**src/rtl/ops_pkg.sv**
```systemverilog
package ops_pkg;

  typedef enum logic [3:0] {
    S_IDLE,
    S_PWR,
    S_FETCH,
    S_LOAD,
    S_READ,
    S_FLOAT,
    S_DSU,
    S_PULSE,
    S_HOLD,
    S_VERIFY,
    S_NEXT
  } seq_state_t;

  // Whole clock cycles covering a duration in nanoseconds, at least one.
  function automatic int unsigned ns_cycles(input longint unsigned hz,
                                            input longint unsigned ns);
    longint unsigned c;
    c = (hz * ns + 64'd999_999_999) / 64'd1_000_000_000;
    if (c == 0) c = 1;
    return c[31:0];
  endfunction

endpackage

```
**src/rtl/ops_delay_timer.sv**
```systemverilog
module ops_delay_timer #(
  parameter int W = 8
) (
  input  logic         clk,
  input  logic         rst,
  input  logic         load,
  input  logic [W-1:0] load_val,
  output logic         expired
);
  logic [W-1:0] cnt;

  always_ff @(posedge clk) begin
    if (rst)               cnt <= '0;
    else if (load)         cnt <= load_val;
    else if (cnt != '0)    cnt <= cnt - 1'b1;
  end

  assign expired = (cnt == '0);
endmodule

```
**src/rtl/ops_word_judge.sv**
```systemverilog
module ops_word_judge #(
  parameter int W = 16
) (
  input  logic [W-1:0] target,
  input  logic [W-1:0] readback,
  output logic         match,
  output logic         unreachable
);
  // A cell read as 0 can never return to 1.
  assign match       = (target == readback);
  assign unreachable = |(target & ~readback);
endmodule

```
**src/rtl/ops_pulse_tally.sv**
```systemverilog
module ops_pulse_tally #(
  parameter int MAXP    = 25,
  parameter int TOTAL_W = 16
) (
  input  logic               clk,
  input  logic               rst,
  input  logic               clr_run,
  input  logic               clr_word,
  input  logic               bump,
  output logic               limit_hit,
  output logic [TOTAL_W-1:0] total
);
  localparam int CW = $clog2(MAXP + 1);
  logic [CW-1:0] word_cnt;

  always_ff @(posedge clk) begin
    if (rst) begin
      word_cnt <= '0;
      total    <= '0;
    end else begin
      if (clr_word)  word_cnt <= '0;
      else if (bump) word_cnt <= word_cnt + 1'b1;
      if (clr_run)   total <= '0;
      else if (bump) total <= total + 1'b1;
    end
  end

  assign limit_hit = (word_cnt == CW'(MAXP));
endmodule

```
**src/rtl/otp_prog_seq.sv**
```systemverilog
module otp_prog_seq
  import ops_pkg::*;
#(
  parameter int          ADDR_W      = 20,
  parameter int          DATA_W      = 16,
  parameter int unsigned CLK_FREQ_HZ = 125_000_000,
  parameter int          MAX_PULSES  = 25,
  parameter int          TOTAL_W     = 16
) (
  input  logic               clk,
  input  logic               rst,
  input  logic               start,
  input  logic [ADDR_W-1:0]  addr_first,
  input  logic [ADDR_W-1:0]  addr_last,
  output logic [ADDR_W-1:0]  src_addr,
  input  logic [DATA_W-1:0]  src_data,
  output logic [ADDR_W-1:0]  mem_addr,
  output logic [DATA_W-1:0]  mem_dout,
  output logic               mem_drive,
  input  logic [DATA_W-1:0]  mem_din,
  output logic               mem_ce_n,
  output logic               mem_oe_n,
  output logic               vpp_en,
  output logic               vcc_en,
  output logic               busy,
  output logic               done,
  output logic               fail,
  output logic [ADDR_W-1:0]  fail_addr,
  output logic [TOTAL_W-1:0] pulse_total
);
  localparam int unsigned T_SU  = ns_cycles(CLK_FREQ_HZ, 2000);
  localparam int unsigned T_PW  = ns_cycles(CLK_FREQ_HZ, 50000);
  localparam int unsigned T_ACC = ns_cycles(CLK_FREQ_HZ, 120);
  localparam int unsigned T_FLT = ns_cycles(CLK_FREQ_HZ, 130);
  localparam int TMR_W = $clog2(T_PW + 1);

  seq_state_t          st, st_nx;
  logic                tmr_load, tmr_exp;
  logic [TMR_W-1:0]    tmr_val;
  logic                match, unreach, limit_hit;
  logic                do_fail, do_done, bump;
  logic                chk_phase;
  logic [ADDR_W-1:0]   cur_addr, first_r, last_r;
  logic [DATA_W-1:0]   target;
  logic                accept;

  assign accept = (st == S_IDLE) && start;

  ops_delay_timer #(.W(TMR_W)) u_timer (
    .clk(clk), .rst(rst), .load(tmr_load), .load_val(tmr_val), .expired(tmr_exp)
  );

  ops_word_judge #(.W(DATA_W)) u_judge (
    .target(target), .readback(mem_din), .match(match), .unreachable(unreach)
  );

  ops_pulse_tally #(.MAXP(MAX_PULSES), .TOTAL_W(TOTAL_W)) u_tally (
    .clk(clk), .rst(rst), .clr_run(accept), .clr_word(st == S_LOAD),
    .bump(bump), .limit_hit(limit_hit), .total(pulse_total)
  );

  always_comb begin
    st_nx    = st;
    tmr_load = 1'b0;
    tmr_val  = '0;
    do_fail  = 1'b0;
    do_done  = 1'b0;
    bump     = 1'b0;
    case (st)
      S_IDLE: if (start) begin
        st_nx = S_PWR; tmr_load = 1'b1; tmr_val = TMR_W'(T_SU - 1);
      end
      S_PWR:   if (tmr_exp) st_nx = S_FETCH;
      S_FETCH: st_nx = S_LOAD;
      S_LOAD: begin
        st_nx = S_READ; tmr_load = 1'b1; tmr_val = TMR_W'(T_ACC - 1);
      end
      S_READ: if (tmr_exp) begin
        if (match) st_nx = S_NEXT;
        else if (chk_phase || unreach) begin
          do_fail = 1'b1; st_nx = S_IDLE;
        end else begin
          st_nx = S_FLOAT; tmr_load = 1'b1; tmr_val = TMR_W'(T_FLT - 1);
        end
      end
      S_FLOAT: if (tmr_exp) begin
        st_nx = S_DSU; tmr_load = 1'b1; tmr_val = TMR_W'(T_SU - 1);
      end
      S_DSU: if (tmr_exp) begin
        st_nx = S_PULSE; tmr_load = 1'b1; tmr_val = TMR_W'(T_PW - 1); bump = 1'b1;
      end
      S_PULSE: if (tmr_exp) begin
        st_nx = S_HOLD; tmr_load = 1'b1; tmr_val = TMR_W'(T_SU - 1);
      end
      S_HOLD: if (tmr_exp) begin
        st_nx = S_VERIFY; tmr_load = 1'b1; tmr_val = TMR_W'(T_ACC - 1);
      end
      S_VERIFY: if (tmr_exp) begin
        if (match) st_nx = S_NEXT;
        else if (limit_hit) begin
          do_fail = 1'b1; st_nx = S_IDLE;
        end else begin
          st_nx = S_FLOAT; tmr_load = 1'b1; tmr_val = TMR_W'(T_FLT - 1);
        end
      end
      S_NEXT: begin
        if (chk_phase && cur_addr == last_r) begin
          do_done = 1'b1; st_nx = S_IDLE;
        end else st_nx = S_FETCH;
      end
      default: st_nx = S_IDLE;
    endcase
  end

  always_ff @(posedge clk) begin
    if (rst) begin
      st        <= S_IDLE;
      mem_ce_n  <= 1'b1;
      mem_oe_n  <= 1'b1;
      mem_drive <= 1'b0;
      vpp_en    <= 1'b0;
      vcc_en    <= 1'b0;
      busy      <= 1'b0;
      done      <= 1'b0;
      fail      <= 1'b0;
      fail_addr <= '0;
      chk_phase <= 1'b0;
      cur_addr  <= '0;
      first_r   <= '0;
      last_r    <= '0;
      target    <= '0;
      mem_addr  <= '0;
    end else begin
      st        <= st_nx;
      mem_ce_n  <= (st_nx != S_PULSE);
      mem_oe_n  <= !(st_nx == S_READ || st_nx == S_VERIFY);
      mem_drive <= (st_nx == S_DSU || st_nx == S_PULSE || st_nx == S_HOLD);
      vpp_en    <= (st_nx != S_IDLE);
      vcc_en    <= (st_nx != S_IDLE);
      busy      <= (st_nx != S_IDLE);
      if (accept) begin
        cur_addr  <= addr_first;
        first_r   <= addr_first;
        last_r    <= addr_last;
        chk_phase <= 1'b0;
        done      <= 1'b0;
        fail      <= 1'b0;
      end
      if (st == S_LOAD) begin
        target   <= src_data;
        mem_addr <= cur_addr;
      end
      if (st == S_NEXT) begin
        if (cur_addr == last_r) begin
          if (!chk_phase) begin
            chk_phase <= 1'b1;
            cur_addr  <= first_r;
          end
        end else cur_addr <= cur_addr + 1'b1;
      end
      if (do_fail) begin
        fail      <= 1'b1;
        fail_addr <= cur_addr;
      end
      if (do_done) done <= 1'b1;
    end
  end

  assign src_addr = cur_addr;
  assign mem_dout = target;
endmodule

```
**config.mk**
```make
export PLATFORM = sky130hd
export DESIGN_NAME = otp_prog_seq
export DESIGN_NICKNAME = d
export VERILOG_FILES = /design/src/rtl/ops_pkg.sv /design/src/rtl/ops_delay_timer.sv /design/src/rtl/ops_word_judge.sv /design/src/rtl/ops_pulse_tally.sv /design/src/rtl/otp_prog_seq.sv
export SDC_FILE = /design/constraint.sdc
export NUM_CORES = 1
export LEC_CHECK = 0
export BUFFER_PORTS_ARGS = -buffer_cell sky130_fd_sc_hd__clkbuf_2
export CAP_MARGIN = 20
export CORE_MARGIN = 1
export CORE_UTILIZATION = 49
export DETAILED_ROUTE_END_ITERATION = 7
export PLACE_DENSITY = 0.74
export SLEW_MARGIN = 20
export SYNTH_ARGS = -nofsm -noshare
export SYNTH_HDL_FRONTEND = slang
export SYNTH_SLANG_ARGS = --single-unit
```
**constraint.sdc**
```tcl
create_clock -name clk -period 4.2 [get_ports clk]
set_input_delay 0.42 -clock clk [delete_from_list [all_inputs] [get_ports clk]]
set_output_delay 0.42 -clock clk [all_outputs]
set_load 0.05 [all_outputs]
```
# Word-level counts from Yosys, hierarchy flattened
# Index checks and enable logic that the tools add are counted.
totals:
  out_inout_bits: 100
  elab_cells: 118
  ff_bits: 161
  inputBits: 75
op_classes:
  n_addsub: 4
  eq_ne: 19
  bitwise_logic: 2
  muxes: 57
  n_reduce_logical: 19
ops:
  columns: ["operator", "count"]
  rows:
  - ["one-hot mux 13 bit (7 select lines)", 1]
  - ["two-way mux 20 bit", 4]
  - ["two-way mux 4 bit", 11]
  - ["one-hot mux 4 bit (11 select lines)", 1]
  - ["two-way mux 13 bit", 3]
  - ["two-way mux 5 bit", 6]
  - ["equality test 4 x 3 -> 1 bit (second input constant)", 7]
  - ["two-way mux 1 bit", 24]
  - ["adder 20 x 1 -> 20 bit (second input constant)", 1]
  - ["equality test 20 bit", 1]
  - ["equality test 4 bit (second input constant)", 5]
  - ["adder 16 x 1 -> 16 bit (second input constant)", 1]
  - ["bitwise AND 16 bit", 1]
  - ["equality test 16 bit", 1]
  - ["two-way mux 8 bit", 2]
  - ["inverter 16 bit", 1]
  - ["OR reduction 16 bit", 1]
  - ["zero test 13 bit", 1]
  - ["nonzero test 13 bit", 1]
  - ["subtractor 13 x 1 -> 13 bit (second input constant)", 1]
  - ["equality test 4 x 2 -> 1 bit (second input constant)", 2]
  - ["two-way mux 3 bit", 2]
  - ["nonzero test 2 bit", 3]
  - ["OR reduction 2 bit", 3]
  - ["13 further kinds", 17]

# Depth between registers and ports, before layout
logic_depth:
  depth_word: 11
  depth_mapped: 10
  depth_no_buf: 9

# Modules after synthesis
# A second synthesis with hierarchy kept.
hier_totals:
  hier_cells: 957
  area_unflattened_um2: 7897.6
by_module_without_submodules:
  columns: ["mod", "area_per_inst_um2", "n_inst", "seq_area_each_um2", "cells_per_inst"]
  rows:
  - ["otp_prog_seq", 5843.1, 1, 2542.4, 720]
  - ["ops_pulse_tally", 962.2, 1, 420.4, 105]
  - ["ops_delay_timer", 763.2, 1, 260.2, 90]
  - ["ops_word_judge", 329.1, 1, 0.0, 42]

# Least setup slack after synthesis
# OpenSTA, ideal clock, no wires.
synth_path:
  kind: "register to register"
  startpoint: "reg target[1] (netlist: mem_dout[1])"
  endpoint: "reg u_timer.cnt[7]"
  required_ps: 4134
  path_stages_with_launch: 9
  n_path_buf: 0
  setup_ps: 66
  setup_slack_ps: 1596
  synth_period_minus_slack_ps: 2604
  arrival_time_ps: 2538
  cell_sequence: "dfxtp_1 > ha_1 > or4_4 > or3_4 > o31ai_4 > nor4b_4 > a211oi_2 > a21o_2 > a21oi_2"
synth_via:
  elab_chain_len: 8
  elab_cells_between_ends: 12
  cone_classes: "1 x eq/ne; 7 x mux; 1 x bitwise; 3 x reduce/logical"
synth_lines:
  columns: ["element", "line_no", "rtl"]
  rows:
  - ["start: declaration", "otp_prog_seq.sv:44", "logic [DATA_W-1:0] target;"]
  - ["start signal: assignment", "otp_prog_seq.sv:150", "target <= src_data;"]
  - ["bitwise AND 16 bit", "ops_word_judge.sv:11", "assign unreachable = |(target & ~readback);"]
  - ["OR reduction 16 bit", "ops_word_judge.sv:11", null]
  - ["logical OR 1 bit", "otp_prog_seq.sv:80", "else if (chk_phase || unreach) begin"]
  - ["two-way mux 1 bit", "otp_prog_seq.sv:80", null]
  - ["two-way mux 1 bit", "otp_prog_seq.sv:79", "if (match) st_nx = S_NEXT;"]
  - ["two-way mux 1 bit", "otp_prog_seq.sv:78", "S_READ: if (tmr_exp) begin"]
  - ["one-hot mux 1 bit (5 select lines) (*)", "otp_prog_seq.sv:69", "case (st)"]
  - ["two-way mux 13 bit / nonzero test 2 bit (equally long branches)", null, null]
  - ["end signal: assignment", "ops_delay_timer.sv:14", "else if (load) cnt <= load_val;"]
  - ["end signal: assignment", "ops_delay_timer.sv:15", "else if (cnt != '0) cnt <= cnt - 1'b1;"]
  - ["end: declaration", "ops_delay_timer.sv:10", "logic [W-1:0] cnt;"]
# Every way passes the cells marked *; elsewhere a longest branch is shown, timed or not.
# A chain may end at the register's enable or synchronous reset.

# Worst setup path in the final report
layout_path:
  startpoint: "reg u_timer.cnt[0]"
  endpoint: "reg busy"
layout_via:
  elab_chain_len: 4
  elab_cells_between_ends: 10
  cone_classes: "8 x mux; 2 x reduce/logical"
layout_lines:
  columns: ["element", "line_no", "rtl"]
  rows:
  - ["zero test 13 bit (*)", "ops_delay_timer.sv:18", "assign expired = (cnt == '0);"]
  - ["two-way mux 4 bit (tied with other cells)", "otp_prog_seq.sv:98", "S_VERIFY: if (tmr_exp) begin"]
  - ["one-hot mux 4 bit (11 select lines) (*)", "otp_prog_seq.sv:69", null]
  - ["nonzero test 4 bit (*)", "otp_prog_seq.sv:140", "busy <= (st_nx != S_IDLE);"]
  - ["end signal: assignment", "otp_prog_seq.sv:140", null]
  - ["end: declaration", "otp_prog_seq.sv:25", "output logic busy,"]
# Marked as above.

==> flow_summary.toml <==
[sta]
final_max_slew_viol_count = 0
worstMarginPinSlew_ns = 0.818
setup_viol_count_final = 0
whs_ns = 0.203
fin_tns_setup_ns = 0
slew_headroom_pct = 45.5
rsz0062_at_grt = "no"
clock_skew_ns = 0.00823
fin_crit_sh_pct = 72.9
hold_viol = 0
fin_crit_ns = 3.06
fmax_mhz = 326

[clocking]
insertion_delay_ns = 0.43
tritoncts = "built"
cts_made_buffers = 17
cts_buffer_depth = 2
clk_pin_slew_ns = 0.07
htree_levels = 4
cts_resized = 0
clock-sinks = 161
cts_setup_buffers = 0
cts-root-buf = "clkbuf_16"
cts_hold_buf = 0

[worst_hold_path]
min_path_cells = 3
hp-class = "input port to register"

[synth]
syn_area_per_cell_um2 = 8.05
synth_seq_cells = 161
yosys_warnings = 0
ys.flop_type = "dfxtp_1"
ys_seq_area_share_pct = 42.1
syn-num-nets = 1048
syn-cell-area_um2 = 7660
netlist_instances = 952
async_reset_ff_share_pct = 0
synth_edf_count = 0
synth_cell_types = 70

[cells_and_area]
final_nets = 1186
finalNonFillerCells = 1314
final_area_um2 = 9170
fillers = 1419
diodes = 0
layout_commonest_cell = "nand2_1"
layout_common_cells = "nand2_1 (235), clkbuf_2 (173), dfxtp_1 (161)"
syn_to_final_growth_pct = 19.7
drive_gt1_share_pct = 22.7

[worst_setup_path]
crit_fanout = 12
r2r_cells = 9
cp.arrival_ns = 3.34
worst-setup-path-type = "register to register"
cp-start-kind = "register"
cp.required_ns = 4.48
endpoint_kind = "register"

[placement]
portBuffers = 174
dpl.cell_count = 1282
dpl.hpwl_mm = 15.0
place_congestion = 0.883
dpl_cell_area_um2 = 8580

[detailed_routing]
wl_per_cell_um = 16.4
drc = 0
wirelength_mm = 21.5
drtIter0Drc = 443
ant_nets = 0
vias_per_cell = 5.51
drt_pass1_iterations = 5
vias = 7245

[grt]
grt_max_degree = 73
antenna_found_initial = 0
grt_pass1_wl_mm = 33.9
grt_pass1_vias = 6680
track_usage_pct = 26.9
gr-total-overflow = 0

[floorplan]
placementRows = 45
die_area_um2 = 16100
io_pins = 175
core-area_um2 = 15300
die_h_um = 127
start_util_pct = 50.2
die_x_um = 127

[pwr]
ir_drop_mv = 0.292
p_leak_nw = 3.85
pwr_density_cell_nw_per_um2 = 493

[run_status]
status = "finished, final reports clean"

[flow_run]
drv_cap = 0
## per-layer routing
layer  GRT usage, %  vias up  share of wire (%)
met2           45.1      298                 48
li1               -     3499                  -
met3           5.23       70                6.1
met5              0        -                  0
met1           32.3     3378                 41
met4           15.3        0                4.9
## logic make-up after synthesis
group,count (synthesis),synth area share (%)
AND/OR/NAND/NOR,395,24.6
AO/OA/AOI/OAI,205,15.9
flip-flops,161,42.1
buffers and inverters,104,6.35
XOR/XNOR,62,7.09
adder cells (fa/ha/maj),21,3.43
multiplexers,4,0.539
## final cells by class
type,instances,area (um^2),area share (%)
inverter,31,116,1.27
multi-input combinational,687,3970,43.3
tap,211,264,2.88
clock buffer,18,429,4.68
clock inverter,14,159,1.73
timing repair buffer,192,1010,11.0
sequential,161,3220,35.2
## path summary, 6_finish.rpt
kind              slack, ns                         to                        start
hold / removal         0.20   mem_dout[7]$_SDFFE_PP0P_                  src_data[7]
setup / recovery       1.14            busy$_SDFF_PP0_  u_timer.cnt[0]$_SDFFE_PP0P_
setup reg to reg       1.14            busy$_SDFF_PP0_  u_timer.cnt[0]$_SDFFE_PP0P_
hold reg to reg        0.45  fail_addr[4]$_SDFFE_PP0P_    fail_addr[4]$_SDFFE_PP0P_
## worst max-delay path: stages, from the launching register on
cell      delay, ns
dfxtp_1        0.32
inv_1          0.08
ha_1           0.21
nor4b_1        0.42
nand4_1        0.50
nand2_1        0.29
a31oi_1        0.11
a211oi_1       0.49
nor4b_1        0.39
a21oi_1        0.11
## metrics by stage
step                util [%]  power (mW)  worst slack (ns)
floorplan                  -        2.70              1.60
detailed placement      56.2        2.98              1.22
global placement        56.2        2.96              1.33
global route            60.1        4.73             0.814
finish                  60.1        4.52              1.14
CTS                     60.1        4.53              1.22
## synth_stat cells, drive strengths merged, types with 2 or more instances
| master | number | share of area, % |
|---|---|---|
| and2 | 2 | 0.16 |
| nand2b | 7 | 0.57 |
| or2 | 6 | 0.49 |
| a211oi | 5 | 0.62 |
| mux2i | 3 | 0.39 |
| nand4b | 2 | 0.23 |
| nand2 | 236 | 12 |
| or3 | 6 | 0.56 |
| nand4 | 23 | 1.9 |
| nor2b | 5 | 0.41 |
| and3 | 15 | 1.2 |
| dfxtp | 161 | 42 |
| a21o | 3 | 0.31 |
| nand3b | 3 | 0.34 |
| a21oi | 122 | 8.0 |
| nand3 | 10 | 0.72 |
| xor2 | 30 | 3.4 |
| o31ai | 2 | 0.38 |
| nor3 | 15 | 1.1 |
| or4 | 2 | 0.29 |
| nor4 | 9 | 1.0 |
| and4bb | 2 | 0.33 |
| nor2 | 38 | 1.9 |
| o21ai | 27 | 1.8 |
| o22ai | 7 | 0.57 |
| xnor2 | 32 | 3.7 |
| a31oi | 7 | 0.57 |
| buf | 30 | 2.6 |
| a21boi | 10 | 0.98 |
| clkbuf | 43 | 2.2 |
| ha | 21 | 3.4 |
| o211ai | 2 | 0.20 |
| a221o | 9 | 1.2 |
| and4 | 4 | 0.46 |
| nor4b | 4 | 0.65 |
| inv | 30 | 1.5 |
| and3b | 3 | 0.36 |
## power breakdown
| part | leakage (nW) | switching [mW] | total [mW] | internal [mW] |
|---|---|---|---|---|
| Clock | 0.275 | 0.664 | 1.55 | 0.884 |
| Sequential | 1.31 | 0.167 | 1.83 | 1.66 |
| Combinational | 2.26 | 0.732 | 1.14 | 0.410 |
| Total | 3.85 | 1.56 | 4.52 | 2.96 |
## state kept, by name (all words and copies together), names as in the netlist
register / flops
mem_oe_n: 1
mem_ce_n: 1
mem_drive: 1
mem_addr: 20
fail_addr: 20
first_r: 20
chk_phase: 1
u_tally.total: 16
u_tally.word_cnt: 5
src_addr: 20
st: 4
u_timer.cnt: 13
mem_dout: 16
done: 1
fail: 1
last_r: 20
busy: 1
Power figures use the tool's default switching activity.
